File: config.mk
export PLATFORM = sky130hd
export DESIGN_NAME = flash_read_resp
export DESIGN_NICKNAME = d
export VERILOG_FILES = /design/src/rtl/flash_rd_pkg.sv /design/src/rtl/spi_pin_sync.sv /design/src/rtl/rd_byte_array.sv /design/src/rtl/rd_sequencer.sv /design/src/rtl/flash_read_resp.sv
export SDC_FILE = /design/constraint.sdc
export NUM_CORES = 2
export LEC_CHECK = 0
export BUFFER_PORTS_ARGS = -buffer_cell sky130_fd_sc_hd__buf_2
export CORE_MARGIN = 5
export CORE_UTILIZATION = 36
export DETAILED_ROUTE_END_ITERATION = 10
export MAX_ROUTING_LAYER = met4
export PLACE_DENSITY = 0.54
export SYNTH_ARGS = -nofsm -noshare
export SYNTH_HDL_FRONTEND = slang
export SYNTH_SLANG_ARGS = --single-unit
File: constraint.sdc
create_clock -name clk -period 3.2 [get_ports clk]
set_clock_uncertainty 0.1 [all_clocks]
set_input_delay 0.64 -clock clk [delete_from_list [all_inputs] [get_ports clk]]
set_output_delay 0.64 -clock clk [all_outputs]
set_load 0.02 [all_outputs]
File: src/rtl/flash_rd_pkg.sv
package flash_rd_pkg;

  localparam logic [7:0] OPC_READ = 8'h03;
  localparam logic [7:0] OPC_FAST = 8'h0B;
  localparam logic [7:0] OPC_DUAL = 8'hBB;

  typedef enum logic [2:0] {
    ST_OPC, ST_ADDR, ST_DUMMY, ST_DATA, ST_IGNORE
  } rd_state_e;

  typedef struct packed {
    logic       valid;
    logic       dual;
    logic       busy_rej;
    logic [3:0] dummy_clks;
  } cmd_info_t;

  function automatic cmd_info_t decode_opc(input logic [7:0] opc);
    cmd_info_t c;
    c = '0;
    case (opc)
      OPC_READ: c.valid = 1'b1;
      OPC_FAST: begin
        c.valid = 1'b1; c.busy_rej = 1'b1; c.dummy_clks = 4'd8;
      end
      OPC_DUAL: begin
        c.valid = 1'b1; c.dual = 1'b1; c.busy_rej = 1'b1; c.dummy_clks = 4'd4;
      end
      default: c = '0;
    endcase
    return c;
  endfunction

  // advance within a power-of-two array, wrapping at the top
  function automatic logic [23:0] next_addr(input logic [23:0] a, input int aw);
    logic [23:0] mask;
    mask = (24'd1 << aw) - 24'd1;
    return (a + 24'd1) & mask;
  endfunction

endpackage

File: src/rtl/spi_pin_sync.sv
module spi_pin_sync #(
  parameter int          W       = 1,
  parameter logic [W-1:0] RST_VAL = '0
) (
  input  logic         clk,
  input  logic         rst_n,
  input  logic [W-1:0] d_async,
  output logic [W-1:0] d_sync
);
  logic [W-1:0] stage1;

  always_ff @(posedge clk or negedge rst_n) begin
    if (!rst_n) begin
      stage1 <= RST_VAL;
      d_sync <= RST_VAL;
    end else begin
      stage1 <= d_async;
      d_sync <= stage1;
    end
  end
endmodule

File: src/rtl/rd_byte_array.sv
module rd_byte_array #(
  parameter int DEPTH = 256,
  localparam int AW   = $clog2(DEPTH)
) (
  input  logic          clk,
  input  logic          we,
  input  logic [AW-1:0] waddr,
  input  logic [7:0]    wdata,
  input  logic [AW-1:0] raddr,
  output logic [7:0]    rdata
);
  logic [7:0] bytes_q [DEPTH];

  always_ff @(posedge clk) begin
    if (we) bytes_q[waddr] <= wdata;
  end

  assign rdata = bytes_q[raddr];
endmodule

File: src/rtl/rd_sequencer.sv
module rd_sequencer
  import flash_rd_pkg::*;
#(
  parameter int AW = 8
) (
  input  logic          clk,
  input  logic          rst_n,
  input  logic          cs_n_s,
  input  logic          sclk_s,
  input  logic [1:0]    io_s,
  input  logic          busy,
  input  logic [7:0]    rd_data,
  output logic [AW-1:0] rd_idx,
  output logic [1:0]    io_out,
  output logic [1:0]    io_oe,
  output logic          cs_act,
  output logic          sclk_rise,
  output logic          sclk_fall,
  output logic          opc_done,
  output logic          cmd_reject,
  output logic          byte_done,
  output logic          dual_q,
  output rd_state_e     st_q,
  output logic [23:0]   addr_q
);
  logic       sclk_prev;
  logic [4:0] bit_cnt;
  logic [6:0] opc_sr;
  logic [3:0] dummy_len;
  logic [7:0] data_sr;
  logic [2:0] data_cnt;

  logic [7:0]  opc_next;
  cmd_info_t   info;
  logic [23:0] addr_next;
  logic [4:0]  addr_last;
  logic [2:0]  data_last;
  logic [7:0]  cur_byte;

  assign cs_act    = ~cs_n_s;
  assign sclk_rise = cs_act & sclk_s & ~sclk_prev;
  assign sclk_fall = cs_act & ~sclk_s & sclk_prev;

  assign opc_next   = {opc_sr, io_s[0]};
  assign info       = decode_opc(opc_next);
  assign opc_done   = sclk_rise && (st_q == ST_OPC) && (bit_cnt == 5'd7);
  assign cmd_reject = opc_done && info.valid && info.busy_rej && busy;

  assign addr_next = dual_q ? {addr_q[21:0], io_s[1], io_s[0]} : {addr_q[22:0], io_s[0]};
  assign addr_last = dual_q ? 5'd11 : 5'd23;
  assign data_last = dual_q ? 3'd3 : 3'd7;
  assign byte_done = sclk_fall && (st_q == ST_DATA) && (data_cnt == data_last);
  assign cur_byte  = (data_cnt == 3'd0) ? rd_data : data_sr;
  assign rd_idx    = addr_q[AW-1:0];

  always_ff @(posedge clk or negedge rst_n) begin
    if (!rst_n) sclk_prev <= 1'b0;
    else        sclk_prev <= sclk_s;
  end

  always_ff @(posedge clk or negedge rst_n) begin
    if (!rst_n) begin
      st_q      <= ST_OPC;
      bit_cnt   <= '0;
      opc_sr    <= '0;
      dummy_len <= '0;
      dual_q    <= 1'b0;
      addr_q    <= '0;
      data_sr   <= '0;
      data_cnt  <= '0;
      io_out    <= '0;
      io_oe     <= '0;
    end else if (!cs_act) begin
      st_q     <= ST_OPC;
      bit_cnt  <= '0;
      data_cnt <= '0;
      io_oe    <= '0;
    end else if (sclk_rise) begin
      case (st_q)
        ST_OPC: begin
          opc_sr  <= opc_next[6:0];
          bit_cnt <= bit_cnt + 5'd1;
          if (opc_done) begin
            bit_cnt   <= '0;
            dual_q    <= info.dual;
            dummy_len <= info.dummy_clks;
            st_q      <= (!info.valid || cmd_reject) ? ST_IGNORE : ST_ADDR;
          end
        end
        ST_ADDR: begin
          addr_q  <= addr_next;
          bit_cnt <= bit_cnt + 5'd1;
          if (bit_cnt == addr_last) begin
            bit_cnt  <= '0;
            data_cnt <= '0;
            st_q     <= (dummy_len != 4'd0) ? ST_DUMMY : ST_DATA;
          end
        end
        ST_DUMMY: begin
          bit_cnt <= bit_cnt + 5'd1;
          if (bit_cnt == ({1'b0, dummy_len} - 5'd1)) begin
            bit_cnt <= '0;
            st_q    <= ST_DATA;
          end
        end
        default: ;
      endcase
    end else if (sclk_fall && st_q == ST_DATA) begin
      if (dual_q) begin
        io_out  <= cur_byte[7:6];
        data_sr <= {cur_byte[5:0], 2'b00};
        io_oe   <= 2'b11;
      end else begin
        io_out  <= {cur_byte[7], 1'b0};
        data_sr <= {cur_byte[6:0], 1'b0};
        io_oe   <= 2'b10;
      end
      if (byte_done) begin
        data_cnt <= '0;
        addr_q   <= next_addr(addr_q, AW);
      end else begin
        data_cnt <= data_cnt + 3'd1;
      end
    end
  end
endmodule

File: src/rtl/flash_read_resp.sv
module flash_read_resp
  import flash_rd_pkg::*;
#(
  parameter int DEPTH = 256,
  localparam int AW   = $clog2(DEPTH)
) (
  input  logic          clk,
  input  logic          rst_n,
  input  logic          cs_n,
  input  logic          sclk,
  input  logic [1:0]    io_in,
  output logic [1:0]    io_out,
  output logic [1:0]    io_oe,
  input  logic          busy,
  input  logic          mem_we,
  input  logic [AW-1:0] mem_waddr,
  input  logic [7:0]    mem_wdata
);
  logic [3:0]    pins_s;
  logic [AW-1:0] rd_idx;
  logic [7:0]    rd_data;
  logic          cs_act, sclk_rise, sclk_fall, opc_done, cmd_reject, byte_done, dual_q;
  rd_state_e     st_q;
  logic [23:0]   addr_q;

  spi_pin_sync #(.W(4), .RST_VAL(4'b1000)) u_sync (
    .clk(clk), .rst_n(rst_n),
    .d_async({cs_n, sclk, io_in}),
    .d_sync(pins_s)
  );

  rd_byte_array #(.DEPTH(DEPTH)) u_array (
    .clk(clk), .we(mem_we), .waddr(mem_waddr), .wdata(mem_wdata),
    .raddr(rd_idx), .rdata(rd_data)
  );

  rd_sequencer #(.AW(AW)) u_seq (
    .clk(clk), .rst_n(rst_n),
    .cs_n_s(pins_s[3]), .sclk_s(pins_s[2]), .io_s(pins_s[1:0]),
    .busy(busy), .rd_data(rd_data), .rd_idx(rd_idx),
    .io_out(io_out), .io_oe(io_oe),
    .cs_act(cs_act), .sclk_rise(sclk_rise), .sclk_fall(sclk_fall),
    .opc_done(opc_done), .cmd_reject(cmd_reject), .byte_done(byte_done),
    .dual_q(dual_q), .st_q(st_q), .addr_q(addr_q)
  );
endmodule

==> run_results.csv <==
group,metric,value,unit
run_status,status,"finished, violations left",
run_status,violations,"setup timing",
yosys,synth_area,82460,um^2
finish,fin_nets,4983,
floorplan,core,227700,um^2
timing,setup-violations-final,9,
finish,most-common-layout-cells,"edfxtp_1 (2048), buf_4 (755), mux4_2 (459), nor2_1 (308), clkbuf_16 (218)",
timing,slew_headroom,0.3857,
global_route,antenna_found_initial,10,
floorplan,io_pins,28,
place,port_buffers,27,
floorplan,chipWidth,488.6,um
clock_network,htree_levels,4,
finish,nFillCells,19610,
clock_network,root_buffer,"clkbuf_16",
floorplan,die-height,488.6,um
detailed_routing,avgRoutedWirePerCell,31.43,um
detailed_routing,vias,45620,
worst_setup_path,reg2reg_from,"u_seq.addr_q[0]$_DFFE_PN0P_",
worst_setup_path,worstPathRequired,3.84,ns
detailed_routing,top_layer,"met4",
place,place_worst_setup_slack,-0.6510,ns
power_and_ir_drop,ir_worst_vdd,0.0005817,V
worst_setup_path,rr_worst_depth,12,
timing,drv_slew,0,
clock_network,clock-sinks,2097,
timing,fin_crit_sh,1.034,
worst_setup_path,endpoint,"u_seq.data_sr[5]$_DFFE_PN0P_",
yosys,ys_warn_count,0,
power_and_ir_drop,p_leak,0.03272,uW
detailed_routing,drc_errors,0,
finish,drive_above_1_share,0.3496,
global_route,grt_pass1_wl,357700,um
floorplan,start_util,0.3621,
yosys,synth.avg_cell_area,20.24,um^2
yosys,ys_ff_latch,2097,
finish,layout_commonest_cell,"edfxtp_1",
timing,hold_violations,0,
place,post-dp-hpwl,167400,um
clock_network,cts_buffer_depth,3,
worst_hold_path,hp-class,"in2async",
clock_network,clkLatencyLatePin,0.87,ns
worst_setup_path,reg2reg_to,"u_seq.data_sr[5]$_DFFE_PN0P_",
timing,setup_ws,-0.1100,ns
global_route,grt_max_degree,85,
clock_network,path_clk_slew,0.07,ns
timing,rsz0062_at_grt,"true",
timing,period_needed,3.310,ns
yosys,async_flop_share,0.02337,
detailed_routing,postRouteAntennaNets,0,
yosys,syn_nets,4105,
worst_setup_path,endpoint_kind,"register",
timing,tns,-0.6267,ns
global_route,grt_pass1_vias,44960,
worst_setup_path,worst_setup_path_start_kind,"register",
yosys,synthCells,4075,
worst_setup_path,crit_type,"reg2reg",
yosys,synth_ff_type,"edfxtp_1",
clock_network,cts_buffers,214,
detailed_routing,vias_per_cell,5.599,
worst_setup_path,crit_path_start,"u_seq.addr_q[0]$_DFFE_PN0P_",
place,gp_congestion,0.8634,
power_and_ir_drop,power,58760,uW
detailed_routing,totalWireLength,256100,um
detailed_routing,wirelength_met1,108600,um
worst_setup_path,cp_max_fo,7,
finish,syn_to_final_growth,21.94,%
detailed_routing,drtIter0Drc,5843,
worst_setup_path,crit_arrival,3.95,ns
detailed_routing,route.met2.wl,119300,um
timing,max_freq,302.1,MHz
yosys,synth_edf_count,2048,
floorplan,dieArea,238700,um^2
flow_run,drv_cap,0,
clock_network,cts_tree,"built",
detailed_routing,wl_met3,20530,um
timing,worst_pin_slew,0.9181,ns
detailed_routing,drt-pass1-iter-count,5,
worst_setup_path,r2r_slack,-0.11,ns
floorplan,fp-row-count,175,
yosys,ys_seq_area_frac,0.7607,
power_and_ir_drop,powerDensity,584.4,nW/um^2
yosys,synthDistinctLibCells,77,
global_route,grt_overflow,0,
global_route,grt_usage,0.2185,
==> worst max-delay path, stage by stage (launching register included) <==
cell	delay (ns)
dfrtp_4	0.50
buf_12	0.16
buf_12	0.16
buf_12	0.14
buf_4	0.14
buf_4	0.15
mux4_2	0.41
a21oi_1	0.34
a2111oi_4	0.14
a211o_1	0.40
a32oi_2	0.20
nor2_1	0.06
a221o_1	0.26
==> registers in the layout, summed over array words and instances, names as in the netlist <==
register	cells
u_array.bytes_q	2048
u_seq.addr_q	8
u_seq.bit_cnt	5
u_seq.data_cnt	3
u_seq.data_sr	7
u_seq.dual_q	1
u_seq.dummy_len	2
u_seq.io_oe	2
u_seq.io_out	2
u_seq.opc_sr	7
u_seq.sclk_prev	1
u_seq.st_q	3
u_sync.d_sync	4
u_sync.stage1	4
==> worst min-delay path by stage <==
| stage | end | slack (ns) | cells past startpoint | startpoint |
|---|---|---|---|---|
| final | u_seq.data_cnt[2]$_DFFE_PN0P_ | 0.21 | 2 | rst_n |
| after global routing | u_array.bytes_q[0][0]$_DFFE_PP_ | 0.23 | 1 | mem_wdata[0] |
| after CTS | u_seq.opc_sr[4]$_DFFE_PN0P_ | 0.17 | 2 | rst_n |
| after detailed placement | u_sync.d_sync[0]$_DFF_PN0_ | 0.23 | 0 | u_sync.stage1[0]$_DFF_PN0_ |
| after global placement | u_sync.d_sync[0]$_DFF_PN0_ | 0.24 | 0 | u_sync.stage1[0]$_DFF_PN0_ |
| after floorplan | u_sync.d_sync[0]$_DFF_PN0_ | 0.23 | 0 | u_sync.stage1[0]$_DFF_PN0_ |
==> cell families after synthesis <==
| group | after synthesis | synth area share |
|---|---|---|
| mux | 669 | 0.1512 |
| buf+inv | 265 | 0.01888 |
| compound gates | 406 | 0.03464 |
| simple gates | 627 | 0.03314 |
| xor+xnor | 5 | 0.0005312 |
| flops | 2097 | 0.7607 |
| fa+ha+maj | 6 | 0.0009104 |
==> timing repair <==
action                                 in CTS  in global routing
pin swaps                                  24                 21
endpoints found under the hold margin      25                  0
setup endpoints to repair                   9                  9
gates cloned                               10                  1
hold buffers                                5                  0
resized for setup                         131                 40
buffers inserted                           26                 15
==> power breakdown <==
part / switching, uW / internal, uW / total (uW) / leakage [uW]
clock network: 10500 / 13700 / 24200 / 0.00326
logic: 2370 / 1860 / 4230 / 0.0104
registers: 70.9 / 30200 / 30300 / 0.0190
total: 13000 / 45800 / 58800 / 0.0327
==> layout make-up <==
cell class,count,area (um^2),share of cell area
Clock inverter,113,1067,0.01061
Timing Repair Buffer,910,8381,0.08334
Antenna cell,7,17.52,0.0001742
Sequential cell,2097,62750,0.6240
Inverter,17,71.32,0.0007093
Tap cell,3009,3765,0.03744
Multi-Input combinational cell,1713,18830,0.1873
Clock buffer,282,5674,0.05643
==> routing by layer <==
metal  track usage  vias up
met3       0.03891      368
met1        0.3054    24460
met4       0.05817        0
met5             -        -
met2        0.3332     2110
li1              -    18690
==> Yosys cell counts (all sizes together) (24+ instances only) <==
library cell  count  area share
nand2           147      0.0067
clkbuf           96      0.0044
a211oi           24      0.0022
nor2b            31      0.0024
a21oi            72      0.0044
dfrtp            47       0.014
nor2            314       0.014
a221oi           37      0.0040
mux4            459        0.13
nand3            49      0.0030
o221ai           26      0.0028
a22oi            42      0.0038
o21ai            71      0.0043
mux2i           188       0.023
buf             152       0.014
edfxtp         2048        0.75
==> metrics by stage <==
step / cell area, um^2 / hold WS, ns / cells / util
floorplan: 82460 / 0.2312 / 4075 / -
global placement: 92300 / 0.2418 / 7691 / 0.4053
detailed placement: 92300 / 0.2347 / 7691 / 0.4053
CTS: 100200 / 0.1690 / 8126 / 0.4400
global route: 100500 / 0.2315 / 8144 / 0.4415
finish: 100600 / 0.2081 / 8148 / 0.4416
(Power assumes the default switching activity.)
